[src/rtl/pwr_thr_pkg.sv]
package pwr_thr_pkg;

    typedef enum logic [1:0] {
        FREQ_NOMINAL = 2'b00,
        FREQ_STEP    = 2'b01,
        FREQ_MINIMUM = 2'b10
    } freq_req_e;

    localparam int MILD_BAND_STD = 15;
    localparam int MILD_BAND_HI  = 20;
    localparam int SEV_BAND      = 40;

endpackage

[src/rtl/thr_level.sv]
module thr_level #(
    parameter int PWR_W   = 10,
    parameter int DWELL_W = 16,
    parameter int BAND_LO = 15,
    parameter int BAND_HI = 20
) (
    input  logic               clk,
    input  logic               rst,
    input  logic               valid,
    input  logic [PWR_W-1:0]   pwr,
    input  logic [PWR_W-1:0]   thr,
    input  logic [DWELL_W-1:0] dwell,
    input  logic               band_sel,
    output logic               active
);

    localparam logic [PWR_W-1:0] BAND_LO_V = PWR_W'(BAND_LO);
    localparam logic [PWR_W-1:0] BAND_HI_V = PWR_W'(BAND_HI);

    typedef struct packed {
        logic               act;
        logic [DWELL_W-1:0] cnt;
    } lvl_st_t;

    lvl_st_t s_d, s_q;
    logic [PWR_W-1:0]   band;
    logic [PWR_W-1:0]   rel_pt;
    logic [DWELL_W:0]   need;
    logic [DWELL_W:0]   cnt_inc;

    always_comb begin
        s_d     = s_q;
        band    = band_sel ? BAND_HI_V : BAND_LO_V;
        rel_pt  = (thr > band) ? (thr - band) : '0;
        need    = (dwell == '0) ? (DWELL_W+1)'(1) : {1'b0, dwell};
        cnt_inc = {1'b0, s_q.cnt} + (DWELL_W+1)'(1);
        if (valid) begin
            if (!s_q.act) begin
                if (pwr > thr) begin
                    if (cnt_inc >= need) begin
                        s_d.act = 1'b1;
                        s_d.cnt = '0;
                    end else begin
                        s_d.cnt = cnt_inc[DWELL_W-1:0];
                    end
                end else begin
                    s_d.cnt = '0;
                end
            end else begin
                s_d.cnt = '0;
                if (pwr <= rel_pt) begin
                    s_d.act = 1'b0;
                end
            end
        end
    end

    always_ff @(posedge clk) begin
        if (rst) begin
            s_q <= '0;
        end else begin
            s_q <= s_d;
        end
    end

    assign active = s_q.act;

    // an at-or-below reading while idle leaves the count at zero
    a_r6_timer_clear: assert property (@(posedge clk) disable iff (rst)
        (valid && !s_q.act && pwr <= thr) |=> (!s_q.act && s_q.cnt == '0));

    // idle cycles freeze the level
    a_r9_idle_hold: assert property (@(posedge clk) disable iff (rst)
        (!valid) |=> ($stable(s_q.act) && $stable(s_q.cnt)));

    // a reading above the release point keeps the level engaged
    a_r3_r5_hold_above: assert property (@(posedge clk) disable iff (rst)
        (valid && s_q.act && pwr > rel_pt) |=> s_q.act);

endmodule

[src/rtl/vdrop_timer.sv]
module vdrop_timer #(
    parameter int DWELL_W = 16
) (
    input  logic               clk,
    input  logic               rst,
    input  logic               valid,
    input  logic               sev_on,
    input  logic [DWELL_W-1:0] dly,
    output logic               req
);

    typedef struct packed {
        logic               hit;
        logic [DWELL_W-1:0] cnt;
    } vd_st_t;

    vd_st_t s_d, s_q;
    logic [DWELL_W:0] need;
    logic [DWELL_W:0] cnt_inc;

    always_comb begin
        s_d     = s_q;
        need    = (dly == '0) ? (DWELL_W+1)'(1) : {1'b0, dly};
        cnt_inc = {1'b0, s_q.cnt} + (DWELL_W+1)'(1);
        if (!sev_on) begin
            s_d = '0;
        end else if (valid && !s_q.hit) begin
            if (cnt_inc >= need) begin
                s_d.hit = 1'b1;
            end else begin
                s_d.cnt = cnt_inc[DWELL_W-1:0];
            end
        end
    end

    always_ff @(posedge clk) begin
        if (rst) begin
            s_q <= '0;
        end else begin
            s_q <= s_d;
        end
    end

    assign req = s_q.hit && sev_on;

    // timer is empty one cycle after the severe level is off
    a_r8_timer_idle: assert property (@(posedge clk) disable iff (rst)
        (!sev_on) |=> (s_q.cnt == '0 && !s_q.hit));

    // request only rises on a valid reading
    a_r8_rise_on_sample: assert property (@(posedge clk) disable iff (rst)
        $rose(s_q.hit) |-> $past(valid));

endmodule

[src/rtl/pwr_throttle_mon.sv]
module pwr_throttle_mon
    import pwr_thr_pkg::*;
#(
    parameter int PWR_W   = 10,
    parameter int DWELL_W = 16
) (
    input  logic               clk,
    input  logic               rst,
    input  logic               smp_valid,
    input  logic [PWR_W-1:0]   smp_pwr,
    input  logic [PWR_W-1:0]   cfg_mild_thr,
    input  logic [PWR_W-1:0]   cfg_sev_thr,
    input  logic [DWELL_W-1:0] cfg_mild_dwell,
    input  logic [DWELL_W-1:0] cfg_sev_dwell,
    input  logic [DWELL_W-1:0] cfg_vdrop_dly,
    input  logic               cfg_tdp_hi,
    output logic               mild_on,
    output logic               sev_on,
    output logic [1:0]         freq_req,
    output logic               vdrop_req
);

    freq_req_e freq_d;

    thr_level #(
        .PWR_W  (PWR_W),
        .DWELL_W(DWELL_W),
        .BAND_LO(MILD_BAND_STD),
        .BAND_HI(MILD_BAND_HI)
    ) u_mild (
        .clk     (clk),
        .rst     (rst),
        .valid   (smp_valid),
        .pwr     (smp_pwr),
        .thr     (cfg_mild_thr),
        .dwell   (cfg_mild_dwell),
        .band_sel(cfg_tdp_hi),
        .active  (mild_on)
    );

    thr_level #(
        .PWR_W  (PWR_W),
        .DWELL_W(DWELL_W),
        .BAND_LO(SEV_BAND),
        .BAND_HI(SEV_BAND)
    ) u_sev (
        .clk     (clk),
        .rst     (rst),
        .valid   (smp_valid),
        .pwr     (smp_pwr),
        .thr     (cfg_sev_thr),
        .dwell   (cfg_sev_dwell),
        .band_sel(1'b0),
        .active  (sev_on)
    );

    vdrop_timer #(
        .DWELL_W(DWELL_W)
    ) u_vdrop (
        .clk   (clk),
        .rst   (rst),
        .valid (smp_valid),
        .sev_on(sev_on),
        .dly   (cfg_vdrop_dly),
        .req   (vdrop_req)
    );

    always_comb begin
        if (sev_on) begin
            freq_d = FREQ_MINIMUM;
        end else if (mild_on) begin
            freq_d = FREQ_STEP;
        end else begin
            freq_d = FREQ_NOMINAL;
        end
    end

    assign freq_req = freq_d;

    // minimum-frequency request only while severe is engaged
    a_r7_min_needs_sev: assert property (@(posedge clk) disable iff (rst)
        (freq_req == 2'b10) |-> sev_on);

    // nominal request only when neither level is engaged
    a_r7_nominal_idle: assert property (@(posedge clk) disable iff (rst)
        (freq_req == 2'b00) |-> (!sev_on && !mild_on));

    // voltage request never outlives the severe throttle
    a_r8_vdrop_needs_sev: assert property (@(posedge clk) disable iff (rst)
        vdrop_req |-> sev_on);

    // reset leaves every output idle
    a_r1_reset_idle: assert property (@(posedge clk)
        rst |=> (!mild_on && !sev_on && !vdrop_req));

endmodule

[config.mk]
export PLATFORM = sky130hd
export DESIGN_NAME = pwr_throttle_mon
export DESIGN_NICKNAME = d
export VERILOG_FILES = /design/src/rtl/pwr_thr_pkg.sv /design/src/rtl/thr_level.sv /design/src/rtl/vdrop_timer.sv /design/src/rtl/pwr_throttle_mon.sv
export SDC_FILE = /design/constraint.sdc
export NUM_CORES = 1
export LEC_CHECK = 0
export ABC_AREA = 1
export BUFFER_PORTS_ARGS = -buffer_cell sky130_fd_sc_hd__buf_2
export CAP_MARGIN = 40
export CORE_MARGIN = 2
export CORE_UTILIZATION = 45
export DETAILED_ROUTE_END_ITERATION = 10
export PLACE_DENSITY = 0.78
export SLEW_MARGIN = 20
export SYNTH_ARGS = -nofsm -noshare
export SYNTH_HDL_FRONTEND = slang
export SYNTH_SLANG_ARGS = --single-unit
[constraint.sdc]
create_clock -name clk -period 3.16 [get_ports clk]
set_input_delay 0.474 -clock clk [delete_from_list [all_inputs] [get_ports clk]]
set_output_delay 0.474 -clock clk [all_outputs]
set_load 0.02 [all_outputs]
# Word-level counts from Yosys, hierarchy flattened
# Index checks and enable logic that the tools add are counted.
[totals] regBits=51 inputBits=82
[op_classes] add_sub_neg=5 magnitude_cmp=9 muxes=20 bitwise=2 n_reduce_logical=9
[op_table] cell="two-way mux 16 bit" n=7
[op_table] cell="adder 16 x 1 -> 17 bit (second input constant)" n=3
[op_table] cell=">= comparator 17 bit" n=3
[op_table] cell="logical NOT 16 bit" n=3
[op_table] cell="two-way mux 17 bit" n=2
[op_table] cell="> comparator 10 bit" n=3
[op_table] cell="less-or-equal comparator 10 bit" n=2
[op_table] cell="two-way mux 10 bit" n=2
[op_table] cell="> comparator 10 x 6 -> 1 bit (second input constant)" n=1
[op_table] cell="subtractor 10 bit" n=1
[op_table] cell="subtractor 10 x 6 -> 10 bit (second input constant)" n=1
[op_table] cell="two-way mux 1 bit" n=7
[op_table] cell="two-way mux 5 bit" n=1
[op_table] cell="AND reduction 2 bit" n=2
[op_table] cell="logical AND 1 bit" n=2
[op_table] cell="two-way mux 2 bit" n=1
[op_table] cell="NOT 1 bit" n=2
[op_table] cell="OR reduction 2 bit" n=1
[op_table] cell="logical NOT 1 bit" n=1

# Longest topological paths before layout
[logic_depth] word_depth=6 depth_mapped=24 mapped_depth_nobuf=24

# Cells and area by module
# A second synthesis with hierarchy kept.
[unflattened] cells_unflattened=1027 hier_area_um2=6432.4
[modules_own_cells] mod="thr_level (u_mild)" n_inst=1 cells_per_inst=406 area_each_um2=2501.1 seq_area_each_um2=340.3
[modules_own_cells] mod="thr_level (u_sev)" n_inst=1 cells_per_inst=344 area_each_um2=2280.9 seq_area_each_um2=340.3
[modules_own_cells] mod="vdrop_timer" n_inst=1 cells_per_inst=273 area_each_um2=1629.1 seq_area_each_um2=340.3
[modules_own_cells] mod="pwr_throttle_mon" n_inst=1 cells_per_inst=4 area_each_um2=21.3 seq_area_each_um2=0.0

# Least setup slack after synthesis
# Ideal clock, no wire load.
[synth_timing] kind="input to register" from="input port cfg_tdp_hi" to="register u_mild.s_q (netlist bit u_mild.active)" arrival_ps=2953 slack_ps=75 cell_stages=22 n_path_buf=0 path_cell_list="inv_1 ha_1 fa_1 inv_1 nand2_1 nor2_1 nor2_1 inv_1 nand2_1 nand2_1 o21ai_0 nand3_1 inv_1 or2_2 ha_1 inv_1 o21bai_1 and3_1 o21ai_0 nand2_1 nand2_1 a21oi_1"
[synth_between] elab_chain_cells=6 word_cells_on_any_way=7 classes_between="add/sub (1); order compare (2); mux (4)"
[synth_lines] element="from (decl)" line="pwr_throttle_mon.sv:16" rtl="input logic cfg_tdp_hi,"
[synth_lines] element="two-way mux 5 bit *" line="thr_level.sv:33" rtl="band = band_sel ? BAND_HI_V : BAND_LO_V;"
[synth_lines] element="subtractor 10 bit or > comparator 10 bit (tied branches)" line="thr_level.sv:34" rtl="rel_pt = (thr > band) ? (thr - band) : '0;"
[synth_lines] element="two-way mux 10 bit *" line="thr_level.sv:34"
[synth_lines] element="less-or-equal comparator 10 bit *" line="thr_level.sv:51" rtl="if (pwr <= rel_pt) begin"
[synth_lines] element="two-way mux 1 bit *" line="thr_level.sv:51"
[synth_lines] element="two-way mux 17 bit *" line="thr_level.sv:38" rtl="if (!s_q.act) begin"
[synth_lines] element="to (signal assigned)" line="thr_level.sv:60" rtl="s_q <= '0;"
[synth_lines] element="to (signal assigned)" line="thr_level.sv:62" rtl="s_q <= s_d;"
[synth_lines] element="to (decl)" line="thr_level.sv:25" rtl="lvl_st_t s_d, s_q;"
# Every way passes the cells marked *; elsewhere a longest branch is shown, timed or not.
# A chain may end at the register's enable or synchronous reset.

# Worst setup path in the final report
[layout_timing] from="input port cfg_mild_thr[0]" to="register u_mild.s_q (netlist bit u_mild.active)"
[layout_between] elab_chain_cells=5 word_cells_on_any_way=8 classes_between="add/sub (1); order compare (3); mux (4)"
[layout_lines] element="from (decl)" line="pwr_throttle_mon.sv:11" rtl="input logic [PWR_W-1:0] cfg_mild_thr,"
[layout_lines] element="subtractor 10 bit or > comparator 10 bit (tied branches)" line="thr_level.sv:34"
[layout_lines] element="two-way mux 10 bit" line="thr_level.sv:34"
[layout_lines] element="less-or-equal comparator 10 bit" line="thr_level.sv:51"
[layout_lines] element="two-way mux 1 bit" line="thr_level.sv:51"
[layout_lines] element="two-way mux 17 bit *" line="thr_level.sv:38"
# Marked as above.

==> flow_summary.html <==
<table>
<tr><th>Metric</th><th>Value</th></tr>
<tr><th colspan="2">Yosys</th></tr>
<tr><td>Post-synthesis sequential element count</td><td>51</td></tr>
<tr><td>Most numerous cell types in the synthesized netlist</td><td>236 x sky130_fd_sc_hd__nand2_1, 188 x sky130_fd_sc_hd__inv_1, 134 x sky130_fd_sc_hd__nor2_1</td></tr>
<tr><td>Sequential area share after synthesis</td><td>16.1%</td></tr>
<tr><td>Yosys warning count</td><td>0</td></tr>
<tr><td>Synth Net Count</td><td>1,197</td></tr>
<tr><td>Cell area after synthesis</td><td>6330 um^2</td></tr>
<tr><td>Most used DFF post-synth</td><td>sky130_fd_sc_hd__dfxtp_1</td></tr>
<tr><td>Unique cell type count in the Yosys netlist</td><td>39</td></tr>
<tr><td>Top cell type's share of synthesized area</td><td>19.0%</td></tr>
<tr><td>Most instantiated library cell after synthesis</td><td>sky130_fd_sc_hd__nand2_1</td></tr>
<tr><td>Cells after Synth</td><td>1,018</td></tr>
<tr><td>Share of synthesized registers carrying an async set or reset</td><td>0%</td></tr>
<tr><td>Cell taking the most area after synthesis</td><td>sky130_fd_sc_hd__ha_1</td></tr>
<tr><td>Per-instance average area after synthesis</td><td>6.22 um^2</td></tr>
<tr><td>Synth top area cells</td><td>sky130_fd_sc_hd__ha_1 19%, sky130_fd_sc_hd__dfxtp_1 16%, sky130_fd_sc_hd__nand2_1 14%</td></tr>
<tr><td>Count of flip-flops with a built-in enable after synthesis</td><td>0</td></tr>
<tr><th colspan="2">Worst setup path</th></tr>
<tr><td>Largest incremental delay on the critical path</td><td>0.35 ns</td></tr>
<tr><td>Most used cell along the critical path</td><td>sky130_fd_sc_hd__nand2_1</td></tr>
<tr><td>Element type at the critical path end</td><td>flip-flop</td></tr>
<tr><td>Element type at the critical path start</td><td>primary input</td></tr>
<tr><td>Arrival time at the worst endpoint</td><td>3.12 ns</td></tr>
<tr><td>Worst r2r src</td><td>u_mild.s_q[1]</td></tr>
<tr><td>CP cell instances</td><td>buf_2 &gt; inv_1 &gt; ha_1 &gt; fa_2 &gt; inv_1 &gt; nand2_1 &gt; nor2_1 &gt; nor2_1 &gt; inv_1 &gt; nand2_1 &gt; nand2_1 &gt; o21ai_1 &gt; nand3_1 &gt; inv_2 &gt; or2_2 &gt; ha_1 &gt; inv_1 &gt; o21bai_1 &gt; and3_1 &gt; o21ai_1 &gt; nand2_1 &gt; nand2_1 &gt; a21oi_1</td></tr>
<tr><td>Top fanout value on the critical path</td><td>3</td></tr>
<tr><td>Type of the setup path with the least slack</td><td>primary input to flip-flop</td></tr>
<tr><td>Data required time at the worst endpoint</td><td>3.39 ns</td></tr>
<tr><td>Master of the slowest instance on the critical path</td><td>sky130_fd_sc_hd__fa_2</td></tr>
<tr><td>R2r worst-path depth</td><td>19</td></tr>
<tr><td>Worst setup path start</td><td>cfg_mild_thr[0]</td></tr>
<tr><th colspan="2">Cells and area</th></tr>
<tr><td>Final Cell Area</td><td>7280 um^2</td></tr>
<tr><td>Share of post-route cells with drive strength above 1</td><td>15.5%</td></tr>
<tr><td>Antenna cells</td><td>0</td></tr>
<tr><td>Final non-filler cell total</td><td>1,301</td></tr>
<tr><td>Signed area change from the synthesized netlist to the final layout</td><td>15.0%</td></tr>
<tr><td>Number of nets in the layout</td><td>1,299</td></tr>
<tr><th colspan="2">GRT</th></tr>
<tr><td>Wire length of the first global-routing pass</td><td>25,600 um</td></tr>
<tr><td>Maximum number of pins on one net before global-route repair</td><td>34</td></tr>
<tr><td>Total Routing Usage GR</td><td>20.5%</td></tr>
<tr><td>Via count of the first global-routing pass</td><td>5,911</td></tr>
<tr><td>Congestion Overflow GR</td><td>0</td></tr>
<tr><td>Number of antenna violations at the first check in global routing</td><td>0</td></tr>
<tr><th colspan="2">Die</th></tr>
<tr><td>Placement Rows</td><td>43</td></tr>
<tr><td>Area inside the core boundary</td><td>13,800 um^2</td></tr>
<tr><td>Floorplan die width</td><td>123 um</td></tr>
<tr><td>Initial Utilization</td><td>45.8%</td></tr>
<tr><td>Area of the die</td><td>15,000 um^2</td></tr>
<tr><td>Die Y-Extent</td><td>123 um</td></tr>
<tr><td>Boundary Pins</td><td>87</td></tr>
<tr><th colspan="2">Clock network</th></tr>
<tr><td>Max Root-Sink Buffers</td><td>2</td></tr>
<tr><td>Clock Latency Late Sink</td><td>0.29 ns</td></tr>
<tr><td>TritonCTS buffer count</td><td>5</td></tr>
<tr><td>Clock tree from TritonCTS</td><td>yes</td></tr>
<tr><td>Post-CTS Hold Fix Bufs</td><td>0</td></tr>
<tr><td>Number of sinks on the clock net</td><td>51</td></tr>
<tr><td>H-tree lvl count</td><td>2</td></tr>
<tr><td>Cell chosen for the clock root</td><td>sky130_fd_sc_hd__clkbuf_16</td></tr>
<tr><td>Clk pin slew, worst setup/hold paths</td><td>0.07 ns</td></tr>
<tr><th colspan="2">Placement</th></tr>
<tr><td>Routability congestion estimate from global placement</td><td>0.910</td></tr>
<tr><td>Hpwl dp</td><td>12,100 um</td></tr>
<tr><td>DP Area</td><td>7060 um^2</td></tr>
<tr><td>Cell total after placement</td><td>1,290</td></tr>
<tr><td>IO Port Bufs</td><td>86</td></tr>
<tr><th colspan="2">Power and ir drop</th></tr>
<tr><td>Maximum vdd ir drop</td><td>194 uV</td></tr>
<tr><td>Static leakage power</td><td>3.90 nW</td></tr>
<tr><td>Power density over the cells</td><td>225 nW/um^2</td></tr>
<tr><th colspan="2">Drt</th></tr>
<tr><td>Number of violations reported at the end of detailed-routing iteration 0</td><td>266</td></tr>
<tr><td>Total via count in the routed design</td><td>6,471</td></tr>
<tr><td>Via-per-instance ratio</td><td>4.97</td></tr>
<tr><td>Wire length per cell</td><td>11.4 um</td></tr>
<tr><td>Antenna-violating nets left</td><td>0</td></tr>
<tr><td>Count of unresolved DRC violations after routing</td><td>0</td></tr>
<tr><td>DRT Pass-1 Iters</td><td>5</td></tr>
<tr><td>Total detailed-routing wirelength</td><td>14,800 um</td></tr>
<tr><th colspan="2">Timing</th></tr>
<tr><td>Setup_tns</td><td>0 ns</td></tr>
<tr><td>Endpoints failing setup</td><td>0</td></tr>
<tr><td>Worst Clk Skew</td><td>0.00557 ns</td></tr>
<tr><td>Final hold vios</td><td>0</td></tr>
<tr><td>Slew at the pin closest to its max-slew limit</td><td>0.629 ns</td></tr>
<tr><td>Final min period</td><td>2.89 ns</td></tr>
<tr><td>Slew Limit Headroom</td><td>58.0%</td></tr>
<tr><td>Unrepaired setup endpoints after global routing</td><td>yes</td></tr>
<tr><td>Fmax</td><td>346 MHz</td></tr>
<tr><td>Number of max-slew violations in the final report</td><td>0</td></tr>
<tr><td>Final worst-path cycle share</td><td>91.6%</td></tr>
<tr><th colspan="2">Run status</th></tr>
<tr><td>Result of the run</td><td>completed</td></tr>
<tr><th colspan="2">Run</th></tr>
<tr><td>Max-cap viol count</td><td>0</td></tr>
<tr><th colspan="2">Worst hold path</th></tr>
<tr><td>Worst hold path class</td><td>flip-flop to flip-flop</td></tr>
<tr><td>Hold path start</td><td>u_sev.s_q[14]</td></tr>
<tr><td>Hold-critical path depth</td><td>2</td></tr>
</table>
power by group:
group / leakage, nW / internal [mW] / total, mW / switching, mW
combinational: 3.41 / 0.176 / 0.421 / 0.245
clock: 0.0772 / 0.338 / 0.573 / 0.236
sequential: 0.411 / 0.645 / 0.647 / 0.00176
metrics by stage:
step	setup slack [ns]	utilization (%)	hold WS (ns)	power, mW
2_1_floorplan	0.0751	-	0.459	0.924
3_3_place_gp	-0.0444	51.1	0.478	1.06
3_5_place_dp	-0.123	51.1	0.479	1.08
4_1_cts	0.191	52.2	0.489	1.66
5_1_grt	-0.0183	52.7	0.517	1.76
6_report	0.266	52.7	0.488	1.64
repair_timing:
action,CTS,global route
endpoints found under the setup margin,0,34
resized for setup,0,12
buffers inserted,0,3
state kept, by name (all words and copies together), names as in the netlist:
| register | flops |
|---|---|
| u_mild.active | 1 |
| u_mild.s_q | 16 |
| u_sev.active | 1 |
| u_sev.s_q | 16 |
| u_vdrop.s_q | 17 |
worst max-delay path, delay by kind of cell:
kind	cells	cell delay [ns]
adders and majority gates	3	0.87
AOI/OAI and AO/OA	4	0.38
buffers and inverters	6	0.36
and+or+nand+nor	10	1.03
cell families after synthesis:
family | count (synthesis) | share of synthesized area (%)
and+or+nand+nor | 526 | 37.5
buffers and inverters | 209 | 13.2
AOI/OAI and AO/OA | 105 | 9.76
adders and majority gates | 97 | 19.3
DFF | 51 | 16.1
xor gates and xnor gates | 30 | 4.15
cell type report:
class                           instances  area (um^2)
Multi-Input combinational cell        758         4510
Clock buffer                            8          156
Sequential cell                        51         1020
Timing Repair Buffer                  113          658
Tap cell                              180          225
Inverter                              191          717
Fill cell                            1399         6540
layout by cell type (no fill, tap or decap), types with 7 or more instances in the layout:
cell	synthesis	routed
sky130_fd_sc_hd__nand3_1	64	63
sky130_fd_sc_hd__nor2_1	134	134
sky130_fd_sc_hd__nor4_1	11	11
sky130_fd_sc_hd__nand2_1	236	236
sky130_fd_sc_hd__ha_1	96	96
sky130_fd_sc_hd__nand3_2	12	13
sky130_fd_sc_hd__xor2_1	28	27
sky130_fd_sc_hd__dfxtp_1	51	51
sky130_fd_sc_hd__buf_2	4	86
sky130_fd_sc_hd__or2_2	7	7
sky130_fd_sc_hd__nand4_1	20	20
sky130_fd_sc_hd__a21oi_1	58	56
sky130_fd_sc_hd__inv_1	188	187
sky130_fd_sc_hd__nor3_1	21	20
sky130_fd_sc_hd__buf_4	1	25
sky130_fd_sc_hd__o21ai_0	18	13
sky130_fd_sc_hd__a21oi_2	10	12
metal layers:
| metal | track usage [%] | share of wire (%) |
|---|---|---|
| met4 | 4.09 | 1.2 |
| met5 | 0 | 0 |
| met1 | 26.9 | 50 |
| met2 | 36.2 | 46 |
| met3 | 2.65 | 3.4 |
final timing paths:
check | end | slack [ns]
setup / recovery | u_mild.active | 0.27
setup reg to reg | u_mild.s_q[0] | 0.32
hold reg to reg | u_sev.s_q[14] | 0.49
hold / removal | u_sev.s_q[14] | 0.49
(Power assumes the default switching activity.)
